--- config.mk ---
export PLATFORM = sky130hd
export DESIGN_NAME = ste_addr_gen
export DESIGN_NICKNAME = d
export VERILOG_FILES = /design/src/rtl/ste_pkg.sv /design/src/rtl/ste_base_align.sv /design/src/rtl/ste_sid_index.sv /design/src/rtl/ste_walk_ctrl.sv /design/src/rtl/ste_addr_gen.sv
export SDC_FILE = /design/constraint.sdc
export NUM_CORES = 1
export LEC_CHECK = 0
export ABC_AREA = 1
export BUFFER_PORTS_ARGS = -buffer_cell sky130_fd_sc_hd__buf_2
export CORE_MARGIN = 4
export CORE_UTILIZATION = 30
export DETAILED_ROUTE_END_ITERATION = 8
export GPL_TIMING_DRIVEN = 0
export HOLD_SLACK_MARGIN = 0.1
export SYNTH_ARGS = -nofsm -noshare
export SYNTH_HDL_FRONTEND = slang
export SYNTH_HIERARCHICAL = 1
export SYNTH_SLANG_ARGS = --single-unit
--- constraint.sdc ---
create_clock -name clk -period 6.55 [get_ports clk]
set_input_delay 0.3275 -clock clk [delete_from_list [all_inputs] [get_ports clk]]
set_output_delay 0.3275 -clock clk [all_outputs]
set_load 0.01 [all_outputs]
--- src/rtl/ste_pkg.sv ---
package ste_pkg;

    localparam int CFG_W       = 64;
    localparam int LOG2_W      = 6;
    localparam int SPLIT_W     = 5;
    localparam int FIELD_LSB   = 6;
    localparam int DESC_SHIFT  = 3;
    localparam int ENTRY_SHIFT = 6;
    localparam int SHIFT_FLOOR = 5;
    localparam int SHIFT_W     = 9;
    localparam int SPAN_W      = 5;

    typedef logic signed [SHIFT_W-1:0] shift_t;

    typedef enum logic {
        FMT_LINEAR    = 1'b0,
        FMT_TWO_LEVEL = 1'b1
    } tbl_fmt_e;

    typedef enum logic [1:0] {
        ST_IDLE    = 2'd0,
        ST_L1_REQ  = 2'd1,
        ST_L1_WAIT = 2'd2,
        ST_DONE    = 2'd3
    } walk_state_e;

    // Alignment shift for the table base, signed so that a negative
    // two-level result is floored rather than wrapped.
    function automatic shift_t align_shift(tbl_fmt_e fmt,
                                           logic [LOG2_W-1:0] lg,
                                           logic [SPLIT_W-1:0] sp);
        shift_t s;
        if (fmt == FMT_LINEAR) begin
            s = shift_t'({3'b000, lg}) + shift_t'(ENTRY_SHIFT - 1);
        end else begin
            s = shift_t'({3'b000, lg}) - shift_t'({4'b0000, sp}) + shift_t'(2);
            if (s < shift_t'(SHIFT_FLOOR)) begin
                s = shift_t'(SHIFT_FLOOR);
            end
        end
        return s;
    endfunction

    function automatic logic desc_span_zero(logic [CFG_W-1:0] d);
        return d[SPAN_W-1:0] == '0;
    endfunction

endpackage

--- src/rtl/ste_base_align.sv ---
module ste_base_align
    import ste_pkg::*;
#(
    parameter int AW = 48
) (
    input  logic [AW-1:0] base_raw,
    input  shift_t        shift,
    output logic [AW-1:0] base_out
);

    logic zero_all;
    assign zero_all = (shift >= shift_t'(AW));

    logic unused_low;
    assign unused_low = ^base_raw[FIELD_LSB-1:0];

    for (genvar i = 0; i < AW; i++) begin : g_bit
        if (i < FIELD_LSB) begin : g_field_low
            assign base_out[i] = 1'b0;
        end else begin : g_field
            localparam shift_t IDX = shift_t'(i);
            assign base_out[i] = base_raw[i] & ~zero_all & (IDX >= shift);
        end
    end

endmodule

--- src/rtl/ste_sid_index.sv ---
module ste_sid_index
    import ste_pkg::*;
#(
    parameter int AW    = 48,
    parameter int SID_W = 24
) (
    input  logic [SID_W-1:0]   sid,
    input  logic [SPLIT_W-1:0] split,
    output logic [AW-1:0]      l1_off,
    output logic [AW-1:0]      l2_off,
    output logic [AW-1:0]      lin_off
);

    localparam int PAD = AW - SID_W;

    logic [SID_W-1:0] l1_idx;
    logic [SID_W-1:0] l2_mask;
    logic [SID_W-1:0] l2_idx;

    assign l1_idx  = sid >> split;
    assign l2_mask = ~({SID_W{1'b1}} << split);
    assign l2_idx  = sid & l2_mask;

    assign l1_off  = {{PAD{1'b0}}, l1_idx} << DESC_SHIFT;
    assign l2_off  = {{PAD{1'b0}}, l2_idx} << ENTRY_SHIFT;
    assign lin_off = {{PAD{1'b0}}, sid}    << ENTRY_SHIFT;

endmodule

--- src/rtl/ste_walk_ctrl.sv ---
module ste_walk_ctrl
    import ste_pkg::*;
#(
    parameter int AW = 48
) (
    input  logic             clk,
    input  logic             rst,
    input  logic             req_valid,
    input  tbl_fmt_e         fmt,
    input  logic [AW-1:0]    base_aligned,
    input  logic [AW-1:0]    l1_off,
    input  logic [AW-1:0]    l2_off,
    input  logic [AW-1:0]    lin_off,
    output logic             req_ready,
    output logic             rd_valid,
    input  logic             rd_ready,
    output logic [AW-1:0]    rd_addr,
    input  logic             rsp_valid,
    input  logic [CFG_W-1:0] rsp_data,
    output logic             out_valid,
    input  logic             out_ready,
    output logic [AW-1:0]    out_addr,
    output logic             out_fault
);

    walk_state_e   state_q;
    logic [AW-1:0] l1_addr_q;
    logic [AW-1:0] l2_off_q;
    logic [AW-1:0] out_addr_q;
    logic          fault_q;
    logic [AW-1:0] l2_ptr;

    assign l2_ptr = {rsp_data[AW-1:FIELD_LSB], {FIELD_LSB{1'b0}}};

    logic unused_desc;
    assign unused_desc = ^{rsp_data[CFG_W-1:AW], rsp_data[FIELD_LSB-1:SPAN_W]};

    always_ff @(posedge clk) begin
        if (rst) begin
            state_q    <= ST_IDLE;
            l1_addr_q  <= '0;
            l2_off_q   <= '0;
            out_addr_q <= '0;
            fault_q    <= 1'b0;
        end else begin
            case (state_q)
                ST_IDLE: begin
                    if (req_valid) begin
                        l1_addr_q <= base_aligned + l1_off;
                        l2_off_q  <= l2_off;
                        if (fmt == FMT_LINEAR) begin
                            out_addr_q <= base_aligned + lin_off;
                            fault_q    <= 1'b0;
                            state_q    <= ST_DONE;
                        end else begin
                            state_q    <= ST_L1_REQ;
                        end
                    end
                end
                ST_L1_REQ: begin
                    if (rd_ready) state_q <= ST_L1_WAIT;
                end
                ST_L1_WAIT: begin
                    if (rsp_valid) begin
                        if (desc_span_zero(rsp_data)) begin
                            out_addr_q <= '0;
                            fault_q    <= 1'b1;
                        end else begin
                            out_addr_q <= l2_ptr + l2_off_q;
                            fault_q    <= 1'b0;
                        end
                        state_q <= ST_DONE;
                    end
                end
                ST_DONE: begin
                    if (out_ready) state_q <= ST_IDLE;
                end
                default: state_q <= ST_IDLE;
            endcase
        end
    end

    assign req_ready = (state_q == ST_IDLE);
    assign rd_valid  = (state_q == ST_L1_REQ);
    assign rd_addr   = l1_addr_q;
    assign out_valid = (state_q == ST_DONE);
    assign out_addr  = out_addr_q;
    assign out_fault = fault_q;

endmodule

--- src/rtl/ste_addr_gen.sv ---
module ste_addr_gen
    import ste_pkg::*;
#(
    parameter int AW    = 48,
    parameter int SID_W = 24
) (
    input  logic             clk,
    input  logic             rst,
    input  logic [63:0]      cfg_base,
    input  logic [5:0]       cfg_log2size,
    input  logic [4:0]       cfg_split,
    input  logic             cfg_two_level,
    input  logic             req_valid,
    output logic             req_ready,
    input  logic [SID_W-1:0] req_sid,
    output logic             rd_valid,
    input  logic             rd_ready,
    output logic [AW-1:0]    rd_addr,
    input  logic             rsp_valid,
    input  logic [63:0]      rsp_data,
    output logic             out_valid,
    input  logic             out_ready,
    output logic [AW-1:0]    out_addr,
    output logic             out_fault
);

    if (AW > CFG_W || AW < SID_W + ENTRY_SHIFT + 1) begin : g_bad_param
        $error("ste_addr_gen: AW out of range for SID_W");
    end

    tbl_fmt_e      fmt;
    shift_t        shift;
    logic [AW-1:0] base_aligned;
    logic [AW-1:0] l1_off;
    logic [AW-1:0] l2_off;
    logic [AW-1:0] lin_off;

    assign fmt   = tbl_fmt_e'(cfg_two_level);
    assign shift = align_shift(fmt, cfg_log2size, cfg_split);

    logic unused_cfg_hi;
    if (AW < CFG_W) begin : g_hi
        assign unused_cfg_hi = ^cfg_base[CFG_W-1:AW];
    end else begin : g_no_hi
        assign unused_cfg_hi = 1'b0;
    end

    ste_base_align #(.AW(AW)) u_align (
        .base_raw (cfg_base[AW-1:0]),
        .shift    (shift),
        .base_out (base_aligned)
    );

    ste_sid_index #(.AW(AW), .SID_W(SID_W)) u_index (
        .sid     (req_sid),
        .split   (cfg_split),
        .l1_off  (l1_off),
        .l2_off  (l2_off),
        .lin_off (lin_off)
    );

    ste_walk_ctrl #(.AW(AW)) u_ctrl (
        .clk          (clk),
        .rst          (rst),
        .req_valid    (req_valid),
        .fmt          (fmt),
        .base_aligned (base_aligned),
        .l1_off       (l1_off),
        .l2_off       (l2_off),
        .lin_off      (lin_off),
        .req_ready    (req_ready),
        .rd_valid     (rd_valid),
        .rd_ready     (rd_ready),
        .rd_addr      (rd_addr),
        .rsp_valid    (rsp_valid),
        .rsp_data     (rsp_data),
        .out_valid    (out_valid),
        .out_ready    (out_ready),
        .out_addr     (out_addr),
        .out_fault    (out_fault)
    );

endmodule

# [Word-level counts from Yosys, hierarchy flattened]
# Index checks and enable logic that the tools add are counted.
[word_totals] register_bits=123 out_inout_bits=100 word_cells=176
[classes] addsub=6 order_cmp=44 n_eq_ne=8 mux=18 shifts=2 n_reduce_logical=6 bitwise_logic=87
[ops] operator="2-to-1 mux 48 bit" n=4
[ops] operator=">= comparator 6 x 9 -> 1 bit (first input constant)" n=16
[ops] operator=">= comparator 7 x 9 -> 1 bit (first input constant)" n=16
[ops] operator="adder 48 x 30 -> 48 bit" n=2
[ops] operator="one-hot mux 48 bit (2 select lines)" n=1
[ops] operator="bitwise AND 1 bit" n=84
[ops] operator=">= comparator 5 x 9 -> 1 bit (first input constant)" n=8
[ops] operator="adder 48 x 27 -> 48 bit" n=1
[ops] operator="bitwise AND 24 bit" n=1
[ops] operator="NOT 24 bit" n=1
[ops] operator="left shift 24 x 5 -> 24 bit (first input constant)" n=1
[ops] operator=">> shifter 24 x 5 -> 24 bit" n=1
[ops] operator=">= comparator 4 x 9 -> 1 bit (first input constant)" n=2
[ops] operator="2-to-1 mux 9 bit" n=2
[ops] operator="2-to-1 mux 2 bit" n=5
[ops] operator=">= comparator 9 x 7 -> 1 bit (second input constant)" n=1
[ops] operator="adder 7 x 3 -> 8 bit (second input constant)" n=1
[ops] operator="less-than comparator 8 x 4 -> 1 bit (second input constant)" n=1
[ops] operator="one-hot mux 2 bit (4 select lines)" n=1
[ops] operator="AND reduction 4 bit" n=2
[ops] operator="adder 6 x 3 -> 7 bit (second input constant)" n=1
[ops] operator="subtractor 6 x 5 -> 7 bit" n=1
[ops] operator="inequality test 2 bit (second input constant)" n=3
[ops] operator="logical NOT 5 bit" n=1
[ops] operator="other kinds (9)" n=14

# [Depth between registers and ports, before layout]
[logic_depth] word_depth=13 depth_mapped=44

# [Cells and area by module]
# Netlist, hierarchy kept.
[by_module_without_submodules] module="ste_walk_ctrl" seq_area_each_um2=2942.8 area_each_um2=16726.0 cells_per_inst=3012 instances=1
[by_module_without_submodules] module="ste_sid_index" seq_area_each_um2=0.0 area_each_um2=2374.8 cells_per_inst=423 instances=1
[by_module_without_submodules] module="ste_base_align" seq_area_each_um2=0.0 area_each_um2=1036.0 cells_per_inst=221 instances=1
[by_module_without_submodules] module="ste_addr_gen" seq_area_each_um2=0.0 area_each_um2=635.6 cells_per_inst=120 instances=1

# [Worst setup path before layout]
# No wires, ideal clock.
[synth_timing] kind="input-to-reg" from="in cfg_log2size[0]" to="reg u_ctrl.l1_addr_q[22], in the netlist u_ctrl/rd_addr[22]" required_time_ns=6.435 arrival_time_ns=4.700 cell_stages=38 n_path_buf=1 setup_ns=0.115 slack_ns=1.735 path_cell_list="inv_1 -> ha_1 -> inv_1 -> fa_1 -> inv_1 -> nand2_1 -> nand2_1 -> inv_1 -> ha_1 -> inv_1 -> nand3_1 -> nand2_1 -> nand2_1 -> nor2_1 -> nand2_1 -> nor2_1 -> ha_1 -> nor2_1 -> (+2 left out) -> nor2_1 -> nand2_4 -> nand2_4 -> nor2_8 -> inv_4 -> buf_6 -> nand3_1 -> inv_1 -> ha_1 -> a21oi_1 -> o21ai_0 -> a21oi_1 -> nand2_2 -> nand2_1 -> nand2_2 -> xor2_1 -> o21ai_0 -> inv_1"
[synth_between] elab_chain_cells=10
[synth_lines] item="from (decl)" line="ste_addr_gen.sv:10" rtl="input logic [5:0] cfg_log2size,"
[synth_lines] item="subtractor 6 x 5 -> 7 bit" line="ste_pkg.sv:36" rtl="s = shift_t'({3'b000, lg}) - shift_t'({4'b0000, sp}) + shift_t'(2);"
[synth_lines] item="adder 7 x 3 -> 8 bit" line="ste_pkg.sv:36"
[synth_lines] item="less-than comparator 8 x 4 -> 1 bit" line="ste_pkg.sv:37" rtl="if (s < shift_t'(SHIFT_FLOOR)) begin"
[synth_lines] item="2-to-1 mux 9 bit" line="ste_pkg.sv:37"
[synth_lines] item="2-to-1 mux 9 bit *" line="ste_pkg.sv:33" rtl="if (fmt == FMT_LINEAR) begin"
[synth_lines] item="named net shift[5]" line="ste_addr_gen.sv:32" rtl="shift_t shift;"
[synth_lines] item=">= comparator 9 x 7 -> 1 bit" line="ste_base_align.sv:12" rtl="assign zero_all = (shift >= shift_t'(AW));"
[synth_lines] item="NOT 1 bit" line="ste_base_align.sv:22" rtl="assign base_out[i] = base_raw[i] & ~zero_all & (IDX >= shift);"
[synth_lines] item="bitwise AND 1 bit" line="ste_base_align.sv:22"
[synth_lines] item="bitwise AND 1 bit *" line="ste_base_align.sv:22"
[synth_lines] item="named net base_aligned[13]" line="ste_addr_gen.sv:33" rtl="logic [AW-1:0] base_aligned;"
[synth_lines] item="adder 48 x 27 -> 48 bit *" line="ste_walk_ctrl.sv:49" rtl="l1_addr_q <= base_aligned + l1_off;"
[synth_lines] item="to (signal assigned)" line="ste_walk_ctrl.sv:49"
[synth_lines] item="to (decl)" line="ste_walk_ctrl.sv:27" rtl="logic [AW-1:0] l1_addr_q;"
# Mark *: on every way through the listed nets, which the timed path passes. The rest lies on a longest branch.
# A chain may end at the register's enable or synchronous reset.

# [Worst setup path after layout]
[layout_timing] from="in cfg_log2size[0]" to="reg u_ctrl.l1_addr_q[30], in the netlist u_ctrl/rd_addr[30]"
# The elaborated chain is that of the path after synthesis.

==> results.yml <==
clocking:
  htree_levels: 4
  clkTransAtPathRegs_ns: 0.08
  postCtsHoldBufs: 0
  cts_tree: "yes"
  clockRootBuffer: "clkbuf_16"
  cts_buffers: 17
  cts_buffer_depth: 2
  clk_latency_ns: 0.50
  numClockSinks: 147
finish:
  antenna_cells: 0
  drive_above_1_share_pct: 14.8
  synthToLayoutAreaGrowth_pct: 15.5
  nNetsFinal: 4421
  final_util_pct: 35.0
global_routing:
  grt_use_met3_pct: 3.98
  grt_start_max_net_pins: 20
  grt_pass1_wl_um: 136000
  antenna_found_initial: 1
  grt_pass1_vias: 22988
  use_met2_pct: 41.3
  gr-total-overflow: 0
  grt_usage_pct: 24.2
  grt.busiest_layer: "met2"
  grt_use_met1_pct: 30.8
route:
  final_antenna_net_count: 0
  drt-total-wl_um: 91400
  wl_per_cell_um: 18.1
  drt_pass1_iterations: 6
  viasPerCell: 4.90
  drt_iter0_markers: 2167
  drc_errors: 0
  num_vias: 24723
sta:
  fin_crit_sh_pct: 90.1
  drv_slew: 0
  tightest_slew_ns: 1.24
  finalHoldViolations: 0
  tns_ns: 0
  finalSetupViolations: 0
  whs_ns: 0.188
  layout_setup_ws_ns: 0.651
  layout_min_cycle_time_ns: 5.90
  skew_ns: 0.0145
  maxSlewHeadroom_pct: 17.0
  fmax_mhz: 170
  rsz0062_at_grt: "false"
power_and_ir_drop:
  intPower_w: 0.00306
  finalPower_w: 0.00666
  p_sw_share_pct: 54.1
  switchingPower_w: 0.00360
  p_comb_share_pct: 63.2
  ir_drop_uv: 174
  pwr-share-seq_pct: 20.8
  pwr_density_cell_mw_per_mm2: 278
  p_clk_share_pct: 16.0
  power.leakage_nw: 13.4
yosys:
  synth_commonest_cells: "nand2_1, nor2_1, inv_1"
  synth.most_common_cell: "nand2_1"
  synthCells: 3776
  synth_top_area_share_pct: 20.0
  yosysSeqAreaShare_pct: 14.2
  syn-cell-area_mm2: 0.0208
  synthArstFlopShare_pct: 0
  synth.distinct_cells: 60
  synth_area_leaders: "nand2_1, dfxtp_1, nor2_1, inv_1, ha_1"
  yosysTopAreaCell: "nand2_1"
  ys_ff_latch: 147
  ys_warn_count: 6
  synth_edf_count: 0
  synth-main-ff-cell: "dfxtp_1"
  avgSynthCellArea_um2: 5.50
worst_setup_path:
  critPathKind: "in2reg"
  r2r-end: "u_ctrl/rd_addr[41]"
  crit_top_cell: "nand2_1"
  cp.required_ns: 6.95
  r2r-start: "u_ctrl/state_q[0]"
  crit_fanout: 10
  cp_data_arrival_time_ns: 6.30
  crit_family: "simple AND/OR/NAND/NOR gates"
  r2r_setup_slack_ns: 3.56
  cp-end-kind: "flip-flop"
  critical-path-max-stage-delay_ns: 0.48
  slowest_stage: "o21ai_1"
  ff2ff_path_depth: 9
  worst-path-buf-inv: 11
  crit_path_start_kind: "input port"
floorplanning:
  num_rows: 96
  fp.dieH_um: 271
  initial_core_util_pct: 30.3
  ios: 270
  die_w_um: 271
  die_area_mm2: 0.0735
  coreArea_mm2: 0.0686
place:
  place.port_buffers: 229
  place_congestion: 1.04
  pre_cts_slack_ns: -0.0168
  dpl.hpwl_um: 78500
run:
  drv_cap: 0
hold_path:
  holdPathStages: 4
  worstHoldStart: "rsp_data[0]"
  min_to: "u_ctrl/out_fault"
  hold_path.class: "in2reg"
run_status:
  status: "completed"
metal layers:
metal,vias to the layer above,wire (µm)
met3,182,6620
met1,11154,39400
met2,937,41700
li1,12450,-
met5,-,0
met4,0,3650
registers in the layout, indices dropped and copies added (netlist names):
name              cells
u_ctrl/l2_off_q      48
u_ctrl/out_addr      48
u_ctrl/rd_addr       48
u_ctrl/state_q        2
u_ctrl/out_fault      1
layout by cell type, fill, tap and decap left out, types with 47 or more instances in the layout:
| master | count |
|---|---|
| conb_1 | 78 |
| nand2_2 | 47 |
| ha_1 | 147 |
| buf_4 | 110 |
| nand3_1 | 299 |
| dfxtp_1 | 147 |
| buf_2 | 248 |
| nand2_1 | 1106 |
| nor2_1 | 539 |
| inv_1 | 534 |
| o21ai_0 | 182 |
| a21oi_1 | 210 |
stage by stage:
stage	instances	instance area, µm²
6_report	5044	24000
5_1_grt	5044	24000
3_3_place_gp	5012	23400
3_5_place_dp	5012	23400
2_1_floorplan	3852	21100
4_1_cts	5044	24000
worst max-delay path by stage:
stage | endpoint | startpoint | cells past startpoint | slack, ns
4_1_cts | u_ctrl/rd_addr[32] | cfg_log2size[0] | 40 | 0.50
2_1_floorplan | u_ctrl/rd_addr[22] | cfg_log2size[0] | 38 | 1.74
3_3_place_gp | u_ctrl/rd_addr[32] | cfg_log2size[0] | 40 | -0.02
6_report | u_ctrl/rd_addr[30] | cfg_log2size[0] | 42 | 0.65
3_5_place_dp | u_ctrl/rd_addr[32] | cfg_log2size[0] | 40 | -0.02
5_1_grt | u_ctrl/rd_addr[29] | cfg_log2size[0] | 37 | 0.01
logic make-up after synthesis:
group	count (synthesis)	synth area share, %
other	2	0.0362
DFF	147	14.2
xor gates and xnor gates	23	0.970
adders and majority gates	151	9.24
and+or+nand+nor	2185	45.5
AOI/OAI and AO/OA	518	13.6
buffers and inverters	750	16.5
repair_timing:
action | CTS | global route
endpoints found under the setup margin | 0 | 33
buffers inserted | 0 | 0
resized for setup | 0 | 5
tightest hold or removal path: stages:
cell,delay (ns)
buf_2,0.07
nor3b_1,0.09
nand3_1,0.10
a21oi_1,0.05
layout make-up:
class	instances	area, µm²
plain buffers	182	1280
clock buffers	17	425
clock inverters	15	191
fillers	7929	44600
inverters	568	2140
multi-input cells	2955	14700
flip-flops and latches	147	2940
well taps	931	1160
repair buffers	229	1150
power by group through the flow:
stage	Sequential, W	Clock [W]	Combinational [W]
final	0.00139	0.00107	0.00421
after global routing	0.00141	0.00113	0.00465
after CTS	0.00138	0.00109	0.00410
after detailed placement	0.00140	0	0.00408
after global placement	0.00140	0	0.00406
after floorplan	0.00143	0	0.00263
Power figures use the tool's default switching activity.
